--- src/rtl/pause_pkg.sv ---
package pause_pkg;

    typedef enum logic [1:0] {
        PS_IDLE     = 2'd0,
        PS_SINGLE   = 2'd1,
        PS_COUNTING = 2'd2
    } pause_state_e;

endpackage

--- src/rtl/pause_prescaler.sv ---
module pause_prescaler #(
    parameter int GRAN_LOG2 = 3
) (
    input  logic clk,
    input  logic rst_n,
    input  logic restart,
    input  logic run,
    output logic tick
);

    localparam logic [GRAN_LOG2-1:0] LAST = '1;

    logic [GRAN_LOG2-1:0] phase_q;

    always_ff @(posedge clk) begin
        if (!rst_n) begin
            phase_q <= '0;
        end else if (restart) begin
            phase_q <= '0;
        end else if (run) begin
            phase_q <= phase_q + 1'b1;
        end
    end

    assign tick = run && !restart && (phase_q == LAST);

    // restart always returns the phase to zero
    a_r3_prescaler_restart: assert property (@(posedge clk) disable iff (!rst_n)
        restart |=> (phase_q == '0));

endmodule

--- src/rtl/pause_strand_fsm.sv ---
module pause_strand_fsm
    import pause_pkg::*;
#(
    parameter int VAL_W     = 16,
    parameter int GRAN_LOG2 = 3
) (
    input  logic             clk,
    input  logic             rst_n,
    input  logic             wr_en,
    input  logic [VAL_W-1:0] wr_value,
    input  logic             trap,
    output logic             blocked,
    output logic             done
);

    localparam int CNT_W = VAL_W - GRAN_LOG2;
    localparam logic [CNT_W-1:0] ONE = CNT_W'(1);

    pause_state_e     state_q, state_d;
    logic [CNT_W-1:0] cnt_q, cnt_d;
    logic             done_d;
    logic             done_q;
    logic             tick;
    logic [CNT_W-1:0] load_val;

    assign load_val = wr_value[VAL_W-1:GRAN_LOG2];

    pause_prescaler #(
        .GRAN_LOG2(GRAN_LOG2)
    ) u_presc (
        .clk    (clk),
        .rst_n  (rst_n),
        .restart(wr_en),
        .run    (state_q == PS_COUNTING),
        .tick   (tick)
    );

    // next-state and count logic
    always_comb begin
        state_d = state_q;
        cnt_d   = cnt_q;
        done_d  = 1'b0;
        if (wr_en) begin
            cnt_d   = load_val;
            state_d = (load_val == '0) ? PS_SINGLE : PS_COUNTING;
        end else if (trap && state_q != PS_IDLE) begin
            state_d = PS_IDLE;
            cnt_d   = '0;
            done_d  = 1'b1;
        end else begin
            unique case (state_q)
                PS_IDLE: begin
                    state_d = PS_IDLE;
                end
                PS_SINGLE: begin
                    state_d = PS_IDLE;
                    done_d  = 1'b1;
                end
                PS_COUNTING: begin
                    if (tick) begin
                        if (cnt_q == ONE) begin
                            state_d = PS_IDLE;
                            cnt_d   = '0;
                            done_d  = 1'b1;
                        end else begin
                            cnt_d = cnt_q - ONE;
                        end
                    end
                end
                default: begin
                    state_d = PS_IDLE;
                end
            endcase
        end
    end

    // state register
    always_ff @(posedge clk) begin
        if (!rst_n) begin
            state_q <= PS_IDLE;
            cnt_q   <= '0;
        end else begin
            state_q <= state_d;
            cnt_q   <= cnt_d;
        end
    end

    // output register
    always_ff @(posedge clk) begin
        if (!rst_n) begin
            done_q <= 1'b0;
        end else begin
            done_q <= done_d;
        end
    end

    assign blocked = (state_q != PS_IDLE);
    assign done    = done_q;

    // a write always blocks the strand next cycle
    a_r2_write_blocks: assert property (@(posedge clk) disable iff (!rst_n)
        wr_en |=> blocked);
    // trap without write releases the strand next cycle
    a_r5_trap_releases: assert property (@(posedge clk) disable iff (!rst_n)
        (trap && !wr_en) |=> !blocked);
    // done is a single-cycle pulse following a blocked cycle
    a_r6_done_single: assert property (@(posedge clk) disable iff (!rst_n)
        done |=> !done);
    a_r6_done_after_block: assert property (@(posedge clk) disable iff (!rst_n)
        done |-> (!blocked && $past(blocked)));
    // the counting state never holds a zero count
    a_r3_count_nonzero: assert property (@(posedge clk) disable iff (!rst_n)
        (state_q == PS_COUNTING) |-> (cnt_q != '0));
    // the single-cycle state lasts one cycle unless rewritten
    a_r4_single_once: assert property (@(posedge clk) disable iff (!rst_n)
        (state_q == PS_SINGLE && !wr_en) |=> (state_q == PS_IDLE));

endmodule

--- src/rtl/pause_counter_top.sv ---
module pause_counter_top #(
    parameter int N_STRANDS = 4,
    parameter int VAL_W     = 16,
    parameter int GRAN_LOG2 = 3
) (
    input  logic                       clk,
    input  logic                       rst_n,
    input  logic [N_STRANDS-1:0]       wr_en,
    input  logic [N_STRANDS*VAL_W-1:0] wr_value,
    input  logic [N_STRANDS-1:0]       trap,
    output logic [N_STRANDS-1:0]       blocked,
    output logic [N_STRANDS-1:0]       done
);

    for (genvar s = 0; s < N_STRANDS; s++) begin : g_strand
        pause_strand_fsm #(
            .VAL_W    (VAL_W),
            .GRAN_LOG2(GRAN_LOG2)
        ) u_fsm (
            .clk     (clk),
            .rst_n   (rst_n),
            .wr_en   (wr_en[s]),
            .wr_value(wr_value[s*VAL_W +: VAL_W]),
            .trap    (trap[s]),
            .blocked (blocked[s]),
            .done    (done[s])
        );
    end

    // nothing is blocked or signalled in the cycle after reset
    a_r1_reset_quiet: assert property (@(posedge clk)
        !rst_n |=> (blocked == '0 && done == '0));

endmodule

--- config.mk ---
export PLATFORM = sky130hd
export DESIGN_NAME = pause_counter_top
export DESIGN_NICKNAME = d
export VERILOG_FILES = /design/src/rtl/pause_pkg.sv /design/src/rtl/pause_prescaler.sv /design/src/rtl/pause_strand_fsm.sv /design/src/rtl/pause_counter_top.sv
export SDC_FILE = /design/constraint.sdc
export NUM_CORES = 1
export LEC_CHECK = 0
export ABC_CLOCK_PERIOD_IN_PS = 2500
export BUFFER_PORTS_ARGS = -buffer_cell sky130_fd_sc_hd__buf_4
export CAP_MARGIN = 15
export CELL_PAD_IN_SITES_DETAIL_PLACEMENT = 0
export CELL_PAD_IN_SITES_GLOBAL_PLACEMENT = 2
export CORE_ASPECT_RATIO = 0.75
export CORE_MARGIN = 1
export CORE_UTILIZATION = 31
export CTS_BUF_LIST = sky130_fd_sc_hd__clkbuf_8
export CTS_CLUSTER_DIAMETER = 150
export DETAILED_ROUTE_END_ITERATION = 10
export PLACE_DENSITY = 0.91
export SETUP_SLACK_MARGIN = 0.2
export SYNTH_ARGS = -nofsm -noshare
export SYNTH_HDL_FRONTEND = slang
export SYNTH_SLANG_ARGS = --single-unit
--- constraint.sdc ---
create_clock -name clk -period 2.5 [get_ports clk]
set_clock_uncertainty 0.2 [all_clocks]
set_input_delay 0.25 -clock clk [delete_from_list [all_inputs] [get_ports clk]]
set_output_delay 0.25 -clock clk [all_outputs]
set_load 0.02 [all_outputs]
## Yosys cells after proc, flatten, opt, wreduce, memory -nomap -nowiden

Index checks and enable logic that the tools add are counted.

- Word-level logic and storage cells: 153
- Output and inout port bits: 8
- Input bits: 74
- Bits in registers: 76

- Reduce and logical (&&, ||, !) cells: 44
- Muxes and demuxes: 60
- Bitwise operators: 1
- $add $sub $neg: 8
- Equality and inequality tests: 24

Operators with widths:

| operator | count |
|---|---|
| 2-to-1 mux 13 bit | 20 |
| equality test 13 x 1 -> 1 bit, second input constant | 4 |
| zero test 13 bit | 4 |
| subtractor 13 x 1 -> 13 bit, second input constant | 4 |
| 2-to-1 mux 2 bit | 24 |
| inequality test 4 x 2 -> 1 bit, second input constant | 8 |
| nonzero test 3 bit | 8 |
| AND reduction 2 bit | 8 |
| adder 3 x 1 -> 3 bit, second input constant | 4 |
| equality test 3 bit, second input constant | 4 |
| logical AND 1 bit | 12 |
| 2-to-1 mux 1 bit | 12 |
| equality test 2 x 1 -> 1 bit, second input constant | 4 |
| equality test 2 bit, second input constant | 4 |
| one-hot mux 1 bit (2 select lines) | 4 |
| nonzero test 2 bit | 4 |
| OR reduction 2 bit | 4 |
| zero test 1 bit | 4 |
| NOT 1 bit | 1 |

## Longest topological paths before layout

Gate-level depths: netlist of run 1.

- Word-level depth: 7
- Gate-level depth with buffers: 9
- Gate-level depth less buffers: 7

## Cells and area by module

From an unflattened synthesis of run 1, not the netlist that was laid out.

- Cell total of the unflattened synthesis: 616
- Area, all modules: 5,360.1 um^2

By module, submodules not included:

| module | area each (um^2) | times used | cells each |
|---|---|---|---|
| pause_strand_fsm (g_strand[0].u_fsm ...) | 1,217.4 | 3 | 141 |
| pause_strand_fsm (g_strand[3].u_fsm) | 1,144.8 | 1 | 140 |
| pause_prescaler (g_strand[0].u_fsm.u_presc ...) | 141.4 | 3 | 13 |
| pause_prescaler (g_strand[3].u_fsm.u_presc) | 138.9 | 1 | 14 |

## Worst setup path before layout of run 1

Ideal clock, no wire load.

- Kind: register to register
- From: register g_strand[0].u_fsm.state_q[0]
- To: register g_strand[0].u_fsm.cnt_q[0]
- Period minus slack after synthesis: 2.360 ns
- Cell stages (with the launch flop): 9
- Data arrival time: 2.064 ns
- Buffers on the path: 2
- Setup slack: 0.140 ns
- Required time: 2.205 ns
- Library setup time: 0.095 ns
- Cells stage by stage: dfxtp_1 -> inv_1 -> ha_1 -> clkbuf_1 -> nand2_1 -> nor3b_1 -> clkbuf_1 -> a21oi_1 -> a221oi_1

- Word-level cells in the longest chain between the ends: 5
- Elaborated cells between the ends (all ways): 10

RTL lines:

| item | RTL line | source |
|---|---|---|
| start, declared | pause_strand_fsm.sv:19 | `pause_state_e state_q, state_d;` |
| start signal, assigned | pause_strand_fsm.sv:83 | `state_q <= state_d;` |
| equality test 2 bit | pause_strand_fsm.sv:34, pause_strand_fsm.sv:51 |  |
| logical AND 1 bit (2 in a row) | pause_prescaler.sv:25 | `assign tick = run && !restart && (phase_q == LAST);` |
| nonzero test 3 bit (no source line) | - |  |
| AND reduction 2 bit (no source line) | - |  |
| end signal, assigned | pause_strand_fsm.sv:84 | `cnt_q <= cnt_d;` |
| end, declared | pause_strand_fsm.sv:20 | `logic [CNT_W-1:0] cnt_q, cnt_d;` |

Several ways; a longest one is shown, not always the timed one.
A chain may end at the register's enable or synchronous reset.

## Worst setup path in the final report of run 1

- From: register g_strand[3].u_fsm.cnt_q[9]
- To: register g_strand[3].u_fsm.cnt_q[0]

- Word-level cells in the longest chain between the ends: 6

RTL lines:

| item | RTL line | source |
|---|---|---|
| start, declared | pause_strand_fsm.sv:20 |  |
| start signal, assigned | pause_strand_fsm.sv:84 |  |
| equality test 13 x 1 -> 1 bit | pause_strand_fsm.sv:61 | `if (cnt_q == ONE) begin` |
| 2-to-1 mux 13 bit | pause_strand_fsm.sv:61 |  |
| 2-to-1 mux 13 bit | pause_strand_fsm.sv:60 | `if (tick) begin` |
| 2-to-1 mux 13 bit | pause_strand_fsm.sv:51 | `unique case (state_q)` |
| 2-to-1 mux 13 bit | pause_strand_fsm.sv:46 | `end else if (trap && state_q != PS_IDLE) begin` |
| 2-to-1 mux 13 bit | pause_strand_fsm.sv:43 | `if (wr_en) begin` |

No other way between the ends. The select of a mux whose other input is x is not followed.

==> results.json, run 1 <==
{
  "run_status": "finished, final reports clean",
  "power_mw": 3.19,
  "yosysWarnings": 0,
  "fin_util_pct": 42.4,
  "reg2reg_slack_ps": 150,
  "via_per_inst": 5.57,
  "grt_setup_unrepaired": "yes",
  "die_w_um": 146,
  "worstSetupEndpointType": "flop",
  "synth-seq-area-share_pct": 31.8,
  "num_antenna_cells": 0,
  "port_buffers": 69,
  "area_delta_synth_final_pct": 30.8,
  "critPathKind": "flop to flop",
  "slew_headroom_pct": 58.3,
  "yosysTopAreaCellShare_pct": 31.8,
  "yosys.area.top_type": "dfxtp_1",
  "grt-ovfl-total": 0,
  "place_area_sq_mm": 0.00560,
  "top_layer": "met4",
  "hold_depth": 3,
  "hold_violations": 0,
  "finalWirelength_um": 14500,
  "cts_max_level": 3,
  "period_share_pct": 94.1,
  "ir_drop_mv": 0.259,
  "synth.distinct_cells": 64,
  "final_layout_size_suffix_gt1_share_pct": 22.0,
  "cts_tree": "done",
  "cts_buffers": 9,
  "fmax_mhz": 425,
  "setup_viol": 0,
  "clk_path_buf_depth": 2,
  "holdWs_ps": 13.1,
  "synth_edf_count": 0,
  "holdCritPathClass": "input port to flop",
  "power_density_mw_per_mm2": 509,
  "grt_max_degree": 21,
  "drtAntennaViolNets": 0,
  "clock_latency_ps": 360,
  "p_leak_nw": 2.52,
  "antenna_found_initial": 0,
  "synth_area_per_cell_sq_um": 7.90,
  "dr.pass1.iters": 5,
  "route.met2.wl_um": 6260,
  "drc_errors": 0,
  "endpoint": "g_strand[3].u_fsm.cnt_q[0]$_SDFFE_PN0P_",
  "row_count": 38,
  "grt_usage_pct": 18.2,
  "die_area_sq_mm": 0.0160,
  "cp.required_ps": 2530,
  "dr.first_iter.drc_count": 419,
  "wl_per_cell_um": 15.7,
  "r2r_cells": 6,
  "initial_utilization_pct": 32.4,
  "num_vias": 5138,
  "critPathLaunch": "g_strand[3].u_fsm.cnt_q[9]$_SDFFE_PN0P_",
  "core_sq_mm": 0.0148,
  "drv_slew": 0,
  "worst_pin_slew_ps": 626,
  "cts.clk_slew.worst_paths_ps": 90,
  "synth_nets": 708,
  "root_buffer": "clkbuf_8",
  "hpwlAfterDp_um": 10500,
  "synth.area.top_cells": "dfxtp_1, ha_1, nand2_1",
  "boundaryPins": 82,
  "nets": 820,
  "synthCells": 606,
  "gp_congestion": 0.944,
  "die_y_um": 110,
  "synth_ff_type": "dfxtp_1",
  "cp.arrival_ps": 2390,
  "maxCapViolations": 0,
  "fin_tns_setup_ps": 0,
  "cts_sinks": 76,
  "crit_fanout": 6,
  "async_flop_share_pct": 0,
  "finalCriticalPeriod_ps": 2350,
  "r2r-start": "g_strand[3].u_fsm.cnt_q[9]$_SDFFE_PN0P_",
  "wl_met3_um": 1040,
  "ys_ff_latch": 76,
  "fillers": 1491,
  "fin_area_sq_mm": 0.00627,
  "drt-met1-wl_um": 7020,
  "r2r-end": "g_strand[3].u_fsm.cnt_q[0]$_SDFFE_PN0P_",
  "cp-start-kind": "flop",
  "grt_pass1_wl_um": 23400,
  "grt_pass1_vias": 4759,
  "syn_area_sq_mm": 0.00479
}
[metrics by stage]
step	setup WS [ps]	instances
finish	149	923
global route	152	923
CTS	197	912
detailed placement	108	865
global placement	143	865
floorplan	223	606
[layout by cell type, fill, tap and decap left out, types with 5 or more instances in the layout]
cell type / instances
o2111ai_1: 6
dlygate4sd3_1: 30
o211a_1: 6
or4_1: 7
inv_1: 22
clkbuf_8: 9
o22ai_1: 5
nand4b_1: 5
nand3_1: 29
a222oi_1: 7
a32oi_1: 7
nand2_1: 58
nor4_1: 22
o21ai_0: 27
ha_1: 26
nor3_1: 23
mux2i_1: 10
or3_1: 8
nand2b_1: 9
nor2_1: 53
nor2b_1: 5
a22oi_1: 9
nand4_1: 14
dfxtp_1: 72
o31ai_1: 7
a21oi_1: 39
buf_4: 110
or2_2: 5
[cells in the mapped netlist (6+ instances only)]
library cell / instances
or4_1: 8
nand3_1: 29
a21oi_1: 39
a222oi_1: 7
nand2b_1: 9
a22oi_1: 9
mux2i_1: 10
nand4_1: 14
a32oi_1: 7
dfxtp_1: 76
nand2_1: 58
nor2_1: 54
buf_4: 8
clkbuf_1: 29
ha_1: 28
o211a_1: 6
or3_1: 8
o31ai_1: 7
inv_1: 25
nor4_1: 23
o2111ai_1: 6
o21ai_0: 27
nor3_1: 23
[metal layers]
| metal | global-route usage [%] | vias up |
|---|---|---|
| met4 | 5.19 | 0 |
| met5 | 0 | - |
| met3 | 3.98 | 21 |
| met1 | 24.8 | 2422 |
| met2 | 29.0 | 197 |
| li1 | - | 2498 |
[cell families (layout without fill, tap and decap cells)]
| group | count (synthesis) | in the layout | synth area share, % |
|---|---|---|---|
| AND/OR/NAND/NOR | 266 | 266 | 29.0 |
| AO/OA/AOI/OAI | 153 | 153 | 22.3 |
| flip-flops | 76 | 76 | 31.8 |
| buffers and inverters | 65 | 182 | 5.88 |
| adder cells (fa/ha/maj) | 28 | 28 | 7.31 |
| multiplexers | 14 | 14 | 3.03 |
| XOR/XNOR | 4 | 4 | 0.731 |
[where the power goes]
group / leakage [nW] / internal (mW) / total [mW] / switching (mW)
Clock: 0.0910 / 0.455 / 0.954 / 0.499
Sequential: 0.626 / 1.29 / 1.38 / 0.0927
Combinational: 1.81 / 0.413 / 0.858 / 0.446
Total: 2.52 / 2.15 / 3.19 / 1.04
[what timing repair did]
action / 4_1_cts / 5_1_grt
hold endpoints to repair: 30 / 0
gates resized for setup: 8 / 15
buffers inserted: 1 / 11
pin swaps: 2 / 9
hold buffers: 30 / 0
setup endpoints to repair: 6 / 17
[registers in the layout, indices dropped and copies added, names as in the netlist]
register,flops
g_strand.u_fsm.cnt_q,52
g_strand.u_fsm.u_presc.phase_q,12
g_strand.u_fsm.state_q,8
g_strand.u_fsm.done,4
[final cells by class]
cell class	instances	area, sq um	area share (%)
Clock inverter	7	67.6	1.08
Inverter	26	97.6	1.56
Clock buffer	9	124	1.98
Tap cell	200	250	3.99
Multi-Input combinational cell	465	3070	49.0
Timing Repair Buffer	140	1130	18.0
Sequential cell	76	1530	24.4
[worst min-delay path by stage]
stage	slack [ps]	to	startpoint
final	10	g_strand[2].u_fsm.cnt_q[3]$_SDFFE_PN0P_	wr_value[38]
after global routing	20	g_strand[3].u_fsm.cnt_q[6]$_SDFFE_PN0P_	wr_value[57]
after CTS	0.8	g_strand[2].u_fsm.cnt_q[3]$_SDFFE_PN0P_	wr_value[38]
after detailed placement	270	g_strand[1].u_fsm.cnt_q[7]$_SDFFE_PN0P_	g_strand[1].u_fsm.cnt_q[7]$_SDFFE_PN0P_
after global placement	260	g_strand[1].u_fsm.cnt_q[7]$_SDFFE_PN0P_	g_strand[1].u_fsm.cnt_q[7]$_SDFFE_PN0P_
after floorplan	180	g_strand[3].u_fsm.cnt_q[11]$_SDFFE_PN0P_	wr_value[62]
[worst max-delay path, stage by stage, from the launching register on]
cell      delay (ps)
dfxtp_4          350
or3_4            400
or4b_4           580
o21a_4           250
buf_4            140
a221oi_2         240
a211oi_1          70
Power figures use the tool's default switching activity.
==> run 2: changes to the inputs <==
- HOLD_SLACK_MARGIN: not set -> 0.05
==> run 2 against run 1 <==
Utilization is 1.6 points higher. Wire length is 1.7% higher. Non-clock buffer count is 23 higher. Critical path depth stayed put. Global-route usage is 0.26 points higher. Via count is 1.9% higher. Count of clock-buffer cells in the layout stayed put. Register-to-register slack hardly changed. First-iteration DRC count is 11% lower. Fmax is 0.20% higher.
==> results.json, run 2 (synthesized netlist as in run 1, its figures left out) <==
{
  "fmax_mhz": 426,
  "area_delta_synth_final_pct": 35.6,
  "power_density_mw_per_mm2": 496,
  "p_leak_nw": 2.61,
  "grt_usage_pct": 18.5,
  "core_sq_mm": 0.0148,
  "gp_congestion": 0.944,
  "seqPwrFrac_pct": 42.8,
  "die_y_um": 110,
  "grt_setup_unrepaired": "yes",
  "use_met1_pct": 25.0,
  "layout_setup_ws_ps": 153,
  "crit_fanout": 6,
  "final_layout_size_suffix_gt1_share_pct": 21.3,
  "cts_buffers": 9,
  "port_buffers": 69,
  "p_sw_share_pct": 32.4,
  "final_common_cell": "buf_4",
  "pwr-share-comb_pct": 27.5,
  "cts_sinks": 76,
  "grt_pass1_vias": 4866,
  "cpPeakStageDelay_ps": 580,
  "cp.required_ps": 2530,
  "die_w_um": 146,
  "hold_violations": 0,
  "largest_reg_flops": 52,
  "root_buffer": "clkbuf_8",
  "num_antenna_cells": 0,
  "slew_headroom_pct": 54.3,
  "regMostFlops": "g_strand.u_fsm.cnt_q",
  "finalCriticalPeriod_ps": 2350,
  "nets": 843,
  "use_met3_pct": 3.86,
  "hpwlAfterDp_um": 10500,
  "fin_tns_setup_ps": 0,
  "run_status": "finished, final reports clean",
  "met2_usage_pct": 29.8,
  "drv_slew": 0,
  "crit_chain": "or3_4, or4b_4, o21a_4, buf_4, a221oi_2, a211oi_1",
  "cts_max_level": 3,
  "p_clk_share_pct": 29.6,
  "initial_utilization_pct": 32.4,
  "via_per_inst": 5.53,
  "gr-max-usage-layer": "met2",
  "wl_per_cell_um": 15.6,
  "pre_cts_ws_ps": 108,
  "clock_latency_ps": 370,
  "boundaryPins": 82,
  "dr.first_iter.drc_count": 374,
  "critPathSlowestCell": "or4b_4",
  "grt_max_degree": 21,
  "die_area_sq_mm": 0.0160,
  "cp.arrival_ps": 2380,
  "ir_drop_mv": 0.259,
  "p_int_mw": 2.18,
  "dr.pass1.iters": 5,
  "drc_errors": 0,
  "cts.clk_slew.worst_paths_ps": 90,
  "grt-ovfl-total": 0,
  "holdCritPathClass": "input port to flop",
  "clk_path_buf_depth": 2,
  "worst_pin_slew_ps": 685,
  "p_switching_mw": 1.04,
  "setup_viol": 0,
  "num_vias": 5236,
  "row_count": 38,
  "cp-start-kind": "flop",
  "final_cell_mix": "buf_4, dfxtp_1, nand2_1",
  "critPathKind": "flop to flop",
  "holdWs_ps": 65.2,
  "cts_tree": "done",
  "finalWirelength_um": 14700,
  "maxCapViolations": 0,
  "period_share_pct": 93.9,
  "top_regs": "g_strand.u_fsm.cnt_q: 52 flops, g_strand.u_fsm.u_presc.phase_q: 12 flops, g_strand.u_fsm.state_q: 8 flops",
  "antenna_found_initial": 0,
  "grt_pass1_wl_um": 23800,
  "drtAntennaViolNets": 0,
  "worstSetupEndpointType": "flop"
}
## run 2: metal layers
| metal | part of all wire (%) | routed length (um) |
|---|---|---|
| met1 | 48 | 7080 |
| met2 | 44 | 6480 |
| met4 | 0.92 | 135 |
| met3 | 7.0 | 1030 |
| met5 | 0 | 0 |
## run 2: final cells by class
class | instances | area, sq um
fill | 1477 | 8290
multi-input combinational | 465 | 3070
sequential | 76 | 1530
timing repair buffer | 163 | 1360
tap | 200 | 250
clock buffer | 9 | 124
inverter | 26 | 97.6
clock inverter | 7 | 67.6
## run 2: power groups by stage
stage,registers (mW),clock network [mW],logic (mW)
final,1.38,0.954,0.887
after global routing,1.39,1.03,0.973
after CTS,1.37,0.990,0.838
after detailed placement,1.40,0,0.756
after global placement,1.39,0,0.749
after floorplan,1.37,0,0.496
## run 2: repair_timing
| action | in CTS | in global routing |
|---|---|---|
| hold buffers | 52 | 1 |
| pin swaps | 2 | 9 |
| resized for setup | 8 | 15 |
| buffers inserted | 1 | 11 |
| cloned | 0 | 0 |
| endpoints found under the setup margin | 6 | 17 |
| endpoints found under the hold margin | 48 | 1 |
## run 2: through the flow
| step | total power [mW] | cell area, sq um | utilization [%] | cells |
|---|---|---|---|---|
| CTS | 3.20 | 6350 | 42.9 | 934 |
| finish | 3.22 | 6500 | 43.9 | 946 |
| global placement | 2.14 | 5600 | 37.8 | 865 |
| global route | 3.39 | 6500 | 43.9 | 946 |
| floorplan | 1.87 | 4790 | - | 606 |
| detailed placement | 2.15 | 5600 | 37.8 | 865 |
## run 2: final timing paths
check / slack [ps] / to / from / depth (start not counted)
worst max-delay path: 150 / g_strand[3].u_fsm.cnt_q[0]$_SDFFE_PN0P_ / g_strand[3].u_fsm.cnt_q[10]$_SDFFE_PN0P_ / 6
worst min register to register: 280 / g_strand[1].u_fsm.cnt_q[7]$_SDFFE_PN0P_ / g_strand[1].u_fsm.cnt_q[7]$_SDFFE_PN0P_ / 2
worst min-delay path: 70 / g_strand[3].u_fsm.cnt_q[1]$_SDFFE_PN0P_ / wr_value[52] / 4
worst max register to register: 150 / g_strand[3].u_fsm.cnt_q[0]$_SDFFE_PN0P_ / g_strand[3].u_fsm.cnt_q[10]$_SDFFE_PN0P_ / 6
## run 2: worst max-delay path: cells and delay by family, from the launching register on
family | cells | cell delay, ps
AO/OA/AOI/OAI | 3 | 550
buffers and inverters | 1 | 140
AND/OR/NAND/NOR | 2 | 1000
flip-flops | 1 | 330
